--- config.mk ---
export PLATFORM = sky130hd
export DESIGN_NAME = sdram_burst_colgen
export DESIGN_NICKNAME = d
export VERILOG_FILES = /design/src/rtl/colgen_pkg.sv /design/src/rtl/colgen_len_decode.sv /design/src/rtl/colgen_order.sv /design/src/rtl/sdram_burst_colgen.sv
export SDC_FILE = /design/constraint.sdc
export NUM_CORES = 1
export LEC_CHECK = 0
export CAP_MARGIN = 5
export CORE_ASPECT_RATIO = 1.1
export CORE_MARGIN = 2
export CORE_UTILIZATION = 54
export DETAILED_ROUTE_END_ITERATION = 16
export HOLD_SLACK_MARGIN = 0.03
export PLACE_DENSITY = 0.84
export SLEW_MARGIN = 20
export SYNTH_ARGS = -nofsm -noshare
export SYNTH_HDL_FRONTEND = slang
export SYNTH_SLANG_ARGS = --single-unit
--- constraint.sdc ---
create_clock -name clk -period 2.9 [get_ports clk]
set_input_delay 0.58 -clock clk [delete_from_list [all_inputs] [get_ports clk]]
set_output_delay 0.58 -clock clk [all_outputs]
set_load 0.1 [all_outputs]
--- src/rtl/colgen_pkg.sv ---
package colgen_pkg;
  localparam int COL_W      = 9;
  localparam int CODE_W     = 3;
  localparam int FIXED_CODES = 4;
  localparam logic [CODE_W-1:0] FULL_CODE = 3'b111;
endpackage

--- src/rtl/colgen_len_decode.sv ---
module colgen_len_decode
  import colgen_pkg::*;
#(
  parameter int COL_WIDTH = COL_W,
  parameter int CODE_WIDTH = CODE_W,
  parameter int NUM_FIXED = FIXED_CODES,
  parameter logic [CODE_WIDTH-1:0] FULL_VAL = FULL_CODE
) (
  input  logic [CODE_WIDTH-1:0] code_i,
  input  logic                  ilv_i,
  output logic [COL_WIDTH-1:0]  mask_o,
  output logic                  full_o,
  output logic                  bad_o
);
  always_comb begin
    mask_o = '0;
    full_o = 1'b0;
    bad_o  = 1'b0;
    if (32'(code_i) < NUM_FIXED) begin
      mask_o = ~({COL_WIDTH{1'b1}} << code_i);
    end else if (code_i == FULL_VAL && !ilv_i) begin
      mask_o = '1;
      full_o = 1'b1;
    end else begin
      bad_o = 1'b1;
    end
  end
endmodule

--- src/rtl/colgen_order.sv ---
module colgen_order
  import colgen_pkg::*;
#(
  parameter int COL_WIDTH = COL_W
) (
  input  logic [COL_WIDTH-1:0] base_i,
  input  logic [COL_WIDTH-1:0] mask_i,
  input  logic                 ilv_i,
  input  logic [COL_WIDTH-1:0] step_i,
  output logic [COL_WIDTH-1:0] col_o
);
  logic [COL_WIDTH-1:0] low;
  always_comb begin
    low   = ilv_i ? (base_i ^ step_i) : (base_i + step_i);
    col_o = (base_i & ~mask_i) | (low & mask_i);
  end
endmodule

--- src/rtl/sdram_burst_colgen.sv ---
module sdram_burst_colgen
  import colgen_pkg::*;
#(
  parameter int COL_WIDTH = COL_W,
  parameter int CODE_WIDTH = CODE_W
) (
  input  logic                  clk,
  input  logic                  rst,
  input  logic                  start_i,
  input  logic [COL_WIDTH-1:0]  start_col_i,
  input  logic [CODE_WIDTH-1:0] len_code_i,
  input  logic                  interleave_i,
  input  logic                  term_i,
  output logic [COL_WIDTH-1:0]  col_o,
  output logic                  valid_o,
  output logic                  last_o,
  output logic                  err_o
);
  logic [COL_WIDTH-1:0] dec_mask;
  logic                 dec_full;
  logic                 dec_bad;

  logic                 act_q;
  logic [COL_WIDTH-1:0] base_q;
  logic [COL_WIDTH-1:0] mask_q;
  logic                 ilv_q;
  logic                 full_q;
  logic [COL_WIDTH-1:0] step_q;
  logic [COL_WIDTH-1:0] nxt_col;

  colgen_len_decode #(.COL_WIDTH(COL_WIDTH), .CODE_WIDTH(CODE_WIDTH)) u_dec (
    .code_i (len_code_i),
    .ilv_i  (interleave_i),
    .mask_o (dec_mask),
    .full_o (dec_full),
    .bad_o  (dec_bad)
  );

  colgen_order #(.COL_WIDTH(COL_WIDTH)) u_ord (
    .base_i (base_q),
    .mask_i (mask_q),
    .ilv_i  (ilv_q),
    .step_i (step_q),
    .col_o  (nxt_col)
  );

  always_ff @(posedge clk) begin
    if (rst) begin
      act_q   <= 1'b0;
      base_q  <= '0;
      mask_q  <= '0;
      ilv_q   <= 1'b0;
      full_q  <= 1'b0;
      step_q  <= '0;
      col_o   <= '0;
      valid_o <= 1'b0;
      last_o  <= 1'b0;
      err_o   <= 1'b0;
    end else begin
      err_o <= 1'b0;
      if (start_i) begin
        if (dec_bad) begin
          act_q   <= 1'b0;
          valid_o <= 1'b0;
          last_o  <= 1'b0;
          err_o   <= 1'b1;
        end else begin
          base_q  <= start_col_i;
          mask_q  <= dec_mask;
          ilv_q   <= interleave_i;
          full_q  <= dec_full;
          step_q  <= {{(COL_WIDTH-1){1'b0}}, 1'b1};
          col_o   <= start_col_i;
          valid_o <= 1'b1;
          last_o  <= (dec_mask == '0);
          act_q   <= (dec_mask != '0);
        end
      end else if (act_q) begin
        col_o   <= nxt_col;
        valid_o <= 1'b1;
        step_q  <= step_q + 1'b1;
        if (full_q) begin
          last_o <= term_i;
          act_q  <= ~term_i;
        end else begin
          last_o <= (step_q == mask_q);
          act_q  <= (step_q != mask_q);
        end
      end else begin
        valid_o <= 1'b0;
        last_o  <= 1'b0;
      end
    end
  end

  // last only accompanies an address
  a_r9_last_has_valid: assert property (@(posedge clk) disable iff (rst)
    last_o |-> valid_o);

  // an error cycle carries no address
  a_r8_err_no_valid: assert property (@(posedge clk) disable iff (rst)
    err_o |-> !valid_o);

  // every address stays inside the aligned block of the start column
  a_r3_in_block: assert property (@(posedge clk) disable iff (rst)
    valid_o |-> (((col_o ^ base_q) & ~mask_q) == '0));

  // an accepted start shows its column on the next cycle
  a_r2_first_addr: assert property (@(posedge clk) disable iff (rst)
    (start_i && !dec_bad) |=> (valid_o && col_o == $past(start_col_i)));

  // nothing follows the final address without a new start
  a_r9_idle_after_last: assert property (@(posedge clk) disable iff (rst)
    (last_o && !start_i) |=> !valid_o);

  // full-page addresses step by one, wrapping in the row
  a_r7_full_step: assert property (@(posedge clk) disable iff (rst)
    (valid_o && !last_o && full_q && !start_i) |=>
      (col_o == COL_WIDTH'($past(col_o) + 1'b1)));
endmodule

==> flow_summary.ini, run 1 <==
[die]
initial_core_util = 0.555
core-area_um2 = 3600
rows = 23
dieHeight_um = 67.8
die_area_um2 = 4200
die_w_um = 62
top_level_ports = 29

[timing]
fin_crit_ns = 2.51
rsz0062_at_grt = false
post-route-period-util = 0.867
tightest_slew_ns = 0.586
fin_worst_skew_ns = 0.00754
setup_viol = 0
final_hold_viol_count = 0
final.setup.tns_ns = 0
slew_headroom = 0.608
maxSlewViolCount = 0
clock.fmax_mhz = 398
hold_ws_ns = 0.439

[synth]
synth_top_family_by_area = simple AND/OR/NAND/NOR gates
synth_area_um2 = 2000
synth.area.mux_share = 0.0100
synth.distinct_cells = 45
synth_common_cells = 45 x nand2_1, 36 x dfxtp_1, 27 x a21oi_1, 22 x nor2_1, 12 x clkbuf_1
synth-xor-area-share = 0.0438
synth_flop_cell = dfxtp_1
synth_edf_count = 0
yosysWarnings = 0
async_flop_share = 0
synth.yosys.seq_area_share = 0.361
synthesis.nets = 282
synth-seq-cells = 36
avgSynthCellArea_um2 = 7.84
yosysTopAreaCellShare = 0.361
netlist_instances = 255
synth.top_cells.by_area = dfxtp_1 36%, nand2_1 8.5%, a21oi_1 6.8%, ha_1 5.6%, nor2_1 4.1%
synthSimpleGateAreaFrac = 0.255
synthAdderAreaFrac = 0.0664
yosysMostFrequentCell = nand2_1
yosys.area.top_type = dfxtp_1
synth_compound_area_frac = 0.234

[job]
max_cap_violations = 0

[final_layout]
multi_input_area_um2 = 1220
seq_area_um2 = 721
fin_area_um2 = 2430
fillers = 323
drive_gt1_frac = 0.105
diodes = 0
area_growth_pct = 21.6
instances_no_fill = 336
num-nets-final = 312

[cts]
post_cts_resized = 0
insertion_delay_ns = 0.30
post_cts_buffers = 0
numCtsBuffers = 5
holdBufCountCts = 0
h-tree-depth = 2
cts_tree = yes
cts_buffer_depth = 2
cts-root-buf = clkbuf_8
clkSinkCount = 36
clk_pin_slew_ns = 0.08

[detailed_routing]
drt-initial-drc-count = 99
drc = 0
wirelength_um = 4990
via_per_inst = 5.81
firstDrtPassIters = 4
wl_per_cell_um = 14.9
drtAntennaViolNets = 0
vias = 1953

[setup_path]
worst_setup_path_end_kind = flip-flop
rr_worst_depth = 8
crit_required_ns = 3.08
start_kind = flip-flop
reg2reg_from = step_q[0]$_SDFFE_PP0P_
cp_max_fo = 6
path_class = flip-flop to flip-flop
reg2reg_to = col_o[8]$_SDFFE_PP0P_
worst-r2r-setup-slack_ns = 0.39
cp.arrival_ns = 2.69

[min_path]
hold_path_depth = 2
worstHoldStart = col_o[5]$_SDFFE_PP0P_
hold_end = col_o[5]$_SDFFE_PP0P_
hp-class = flip-flop to flip-flop

[place]
placed_area_um2 = 2320
place_inst = 328
place.gp.congestion = 0.844
io_buffers = 28
dpl.hpwl_um = 3510

[global_route]
grt_antenna_before_repair = 0
grt_pass1_vias = 1763
grt_first_pass_wirelength_um = 7870
grt_max_degree = 35
grt_overflow = 0
grt_usage = 0.254

[run_status]
status = finished, final reports clean

[pwr]
p_leak_nw = 0.952
finalPower_mw = 1.23
ir_worst_vdd_mv = 0.547
powerDensity_nw_per_um2 = 507
-- worst max-delay path, stage by stage (launching register included) --
cell and delay [ns]:
dfxtp_1 0.46, ha_1 0.23, inv_1 0.07, fa_1 0.42, nor2b_1 0.20, o31ai_1 0.12
o31ai_1 0.45, a211oi_1 0.08, or3_1 0.38
-- flip-flops by register name (all words and copies together), names as in the netlist --
| name | flops |
|---|---|
| base_q | 9 |
| col_o | 9 |
| step_q | 9 |
| mask_q | 4 |
| act_q | 1 |
| err_o | 1 |
| ilv_q | 1 |
| last_o | 1 |
| valid_o | 1 |
-- where the power goes --
group	total, mW	internal (mW)	switching, mW
registers	0.539	0.517	0.0214
clock network	0.447	0.254	0.193
logic	0.245	0.0831	0.162
-- layout make-up --
| class | instances | share of cell area |
|---|---|---|
| tap | 50 | 0.0257 |
| clock inverter | 3 | 0.0175 |
| clock buffer | 5 | 0.0283 |
| inverter | 4 | 0.00618 |
| sequential | 36 | 0.297 |
| timing repair buffer | 35 | 0.125 |
| multi-input combinational | 203 | 0.501 |
-- worst max path at each step --
stage	startpoint	end	slack (ns)	depth (start not counted)
4_1_cts	step_q[0]$_SDFFE_PP0P_	col_o[8]$_SDFFE_PP0P_	0.41	8
6_report	step_q[0]$_SDFFE_PP0P_	col_o[8]$_SDFFE_PP0P_	0.39	8
3_3_place_gp	len_code_i[1]	col_o[8]$_SDFFE_PP0P_	0.45	6
3_5_place_dp	len_code_i[1]	col_o[8]$_SDFFE_PP0P_	0.38	6
5_1_grt	step_q[0]$_SDFFE_PP0P_	col_o[8]$_SDFFE_PP0P_	0.25	8
2_1_floorplan	step_q[0]$_SDFFE_PP0P_	col_o[8]$_SDFFE_PP0P_	0.85	8
-- cell families (layout without fill, tap and decap cells) --
group | count (synthesis) | count (layout)
AND/OR/NAND/NOR | 109 | 109
AO/OA/AOI/OAI | 72 | 72
flip-flops | 36 | 36
buffers and inverters | 16 | 47
adder cells (fa/ha/maj) | 10 | 10
XOR/XNOR | 10 | 10
multiplexers | 2 | 2
-- cell usage in the layout (no fill, tap or decap), types with 7 or more instances in the layout --
cell type,netlist,layout
ha_1,9,9
nand2_1,45,45
o21ai_0,9,9
nor2_1,22,22
clkdlybuf4s50_1,0,16
nand3_1,7,7
a21oi_1,27,27
dfxtp_1,36,36
xor2_1,8,8
buf_4,0,19
nor3_1,8,8
-- through the flow --
stage	setup WS, ns	utilization
after floorplan	0.847	-
after global placement	0.454	0.645
after detailed placement	0.384	0.645
after CTS	0.409	0.675
after global routing	0.255	0.675
final	0.386	0.675
-- layer usage --
layer  wire length, um  global-route usage  vias up  share of wire
met5                 0                   0        -              0
met4                65              0.0771        0          0.013
met3               234              0.0632        8          0.047
met2              2510               0.423       47           0.50
met1              2180               0.317      928           0.44
li1                  -                   -      970              -
No activity file was read; power rests on OpenSTA's default activity.
==> run 2: changes to the inputs <==
- CAP_MARGIN: 5 -> 40
==> results of run 2 <==
Final layout, timing and power as in run 1 (identical DEF).
==> run 3: changes to the inputs <==
- REMOVE_ABC_BUFFERS: default -> 1
==> run 3 against run 2 <==
Compared with the run above:
- global-route usage up 0.91 points
- worst hold slack improved by 0.012 ns
- critical path depth stayed put
- clock skew about the same
- sequential share of layout area fell by 0.11 points
- critical endpoint unchanged
- die area unchanged
- register-to-register slack gained 0.22 ns
- clock power fell by 15%
- non-clock buffer count is 4 higher
- flip-flop and latch count unchanged
- cell count grew 1.2%
- sequential power about the same
==> flow_summary.ini, run 3 (synthesized netlist as in run 1, its figures left out) <==
[pwr]
power_frac_clock = 0.325
p_sw_mw = 0.370
ir_worst_vdd_mv = 0.333
combPwrFrac = 0.215
seqPwrFrac = 0.460
p_leak_nw = 0.964
p_sw_frac = 0.317
finalPower_mw = 1.17
powerDensity_nw_per_um2 = 479
p_int_mw = 0.798

[job]
max_cap_violations = 0

[timing]
clock.fmax_mhz = 436
final.setup.tns_ns = 0
post-route-period-util = 0.792
setup_viol = 0
tightest_slew_ns = 0.530
slew_headroom = 0.646
rsz0062_at_grt = false
fin_crit_ns = 2.30
fin_worst_skew_ns = 0.00724
maxSlewViolCount = 0
final_hold_viol_count = 0

[cts]
holdBufCountCts = 0
cts_buffer_depth = 2
insertion_delay_ns = 0.30
clkSinkCount = 36
h-tree-depth = 2
clk_pin_slew_ns = 0.07
numCtsBuffers = 5
post_cts_resized = 0
cts_tree = yes
post_cts_buffers = 0
cts-root-buf = clkbuf_8

[detailed_routing]
drt-initial-drc-count = 88
via_per_inst = 5.74
firstDrtPassIters = 4
drc = 0
vias = 1952
wl_per_cell_um = 14.6
wirelength_um = 4950
drtAntennaViolNets = 0

[setup_path]
crit_path_cell_trace = ha_1 > inv_1 > fa_1 > nor2b_1 > o31ai_1 > o31ai_1 > a211oi_1 > or3_1
cp.arrival_ns = 2.48
crit_top_cell = o31ai_1
path_class = flip-flop to flip-flop
critPathMaxStageDelay_ns = 0.45
worst_setup_path_end_kind = flip-flop
cp_num_buf_inv = 1
slowest_stage = o31ai_1
cp_top_family = compound AO/OA/AOI/OAI gates
reg2reg_from = step_q[0]$_SDFFE_PP0P_
critPathLaunch = step_q[0]$_SDFFE_PP0P_
crit_required_ns = 3.08
cp_max_fo = 3
start_kind = flip-flop

[final_layout]
final_common_cell = nand2_1
layout_common_cells = 45 x nand2_1, 36 x dfxtp_1, 27 x a21oi_1
area_growth_pct = 22.0
reg_top3 = base_q: 9 flops, col_o: 9 flops, step_q: 9 flops
instances_no_fill = 340
drive_gt1_frac = 0.110
num-nets-final = 316
diodes = 0

[die]
die_w_um = 62
initial_core_util = 0.555
rows = 23
core-area_um2 = 3600
die_area_um2 = 4200
top_level_ports = 29
dieHeight_um = 67.8

[min_path]
worstHoldStart = col_o[5]$_SDFFE_PP0P_
hp-class = flip-flop to flip-flop

[global_route]
grt_first_pass_wirelength_um = 8030
grt_overflow = 0
grt_antenna_before_repair = 0
grt_pass1_vias = 1697
grt_max_degree = 35
grt_usage = 0.263

[place]
dpl.hpwl_um = 3540
io_buffers = 28
place_inst = 332
place.gp.congestion = 0.887

[run_status]
status = finished, final reports clean
==> run 3: cell types whose count changed in the layout (fill, tap and decap cells not counted) <==
| cell | change |
|---|---|
| clkinv_2 | -1 |
| buf_4 | +4 |
| clkinvlp_4 | -1 |
| bufinv_16 | -1 |
| clkbuf_1 | +2 |
| clkbuf_8 | +1 |
==> run 3: final timing paths <==
kind                                end  slack [ns]  cells after the start
setup / recovery  col_o[8]$_SDFFE_PP0P_        0.60                      8
hold / removal    col_o[5]$_SDFFE_PP0P_        0.45                      2
setup reg to reg  col_o[8]$_SDFFE_PP0P_        0.60                      8
hold reg to reg   col_o[5]$_SDFFE_PP0P_        0.45                      2
==> run 3: per-layer routing <==
layer | vias to the layer above | GRT usage | part of all wire
li1 | 979 | - | -
met1 | 900 | 0.332 | 0.44
met2 | 60 | 0.406 | 0.47
met3 | 13 | 0.0728 | 0.056
met4 | 0 | 0.128 | 0.031
met5 | - | 0 | 0
==> run 3: final cells by class <==
class	count	area [um^2]
fillers	321	1160
well taps	50	62.6
inverters	4	15.0
repair buffers	39	333
multi-input cells	203	1220
clock buffers	8	90.1
flip-flops and latches	36	721
==> run 3: power by group through the flow <==
stage / logic, mW / registers (mW) / clock network (mW)
4_1_cts: 0.251 / 0.537 / 0.379
3_3_place_gp: 0.246 / 0.548 / 0
6_report: 0.251 / 0.537 / 0.380
5_1_grt: 0.269 / 0.541 / 0.403
2_1_floorplan: 0.0823 / 0.622 / 0
3_5_place_dp: 0.250 / 0.548 / 0
==> run 3: per-stage QoR <==
step	hold WS (ns)	setup WS (ns)	cell area, um^2	utilization
2_1_floorplan	0.447	0.847	1950	-
3_3_place_gp	0.445	0.474	2350	0.653
3_5_place_dp	0.449	0.449	2350	0.653
4_1_cts	0.461	0.619	2440	0.678
5_1_grt	0.485	0.446	2440	0.678
6_report	0.451	0.604	2440	0.678
==> run 3: worst min-delay path, delay by kind of cell (launching register included) <==
family           cells  cell delay [ns]
DFF                  1             0.31
and+or+nand+nor      2             0.10
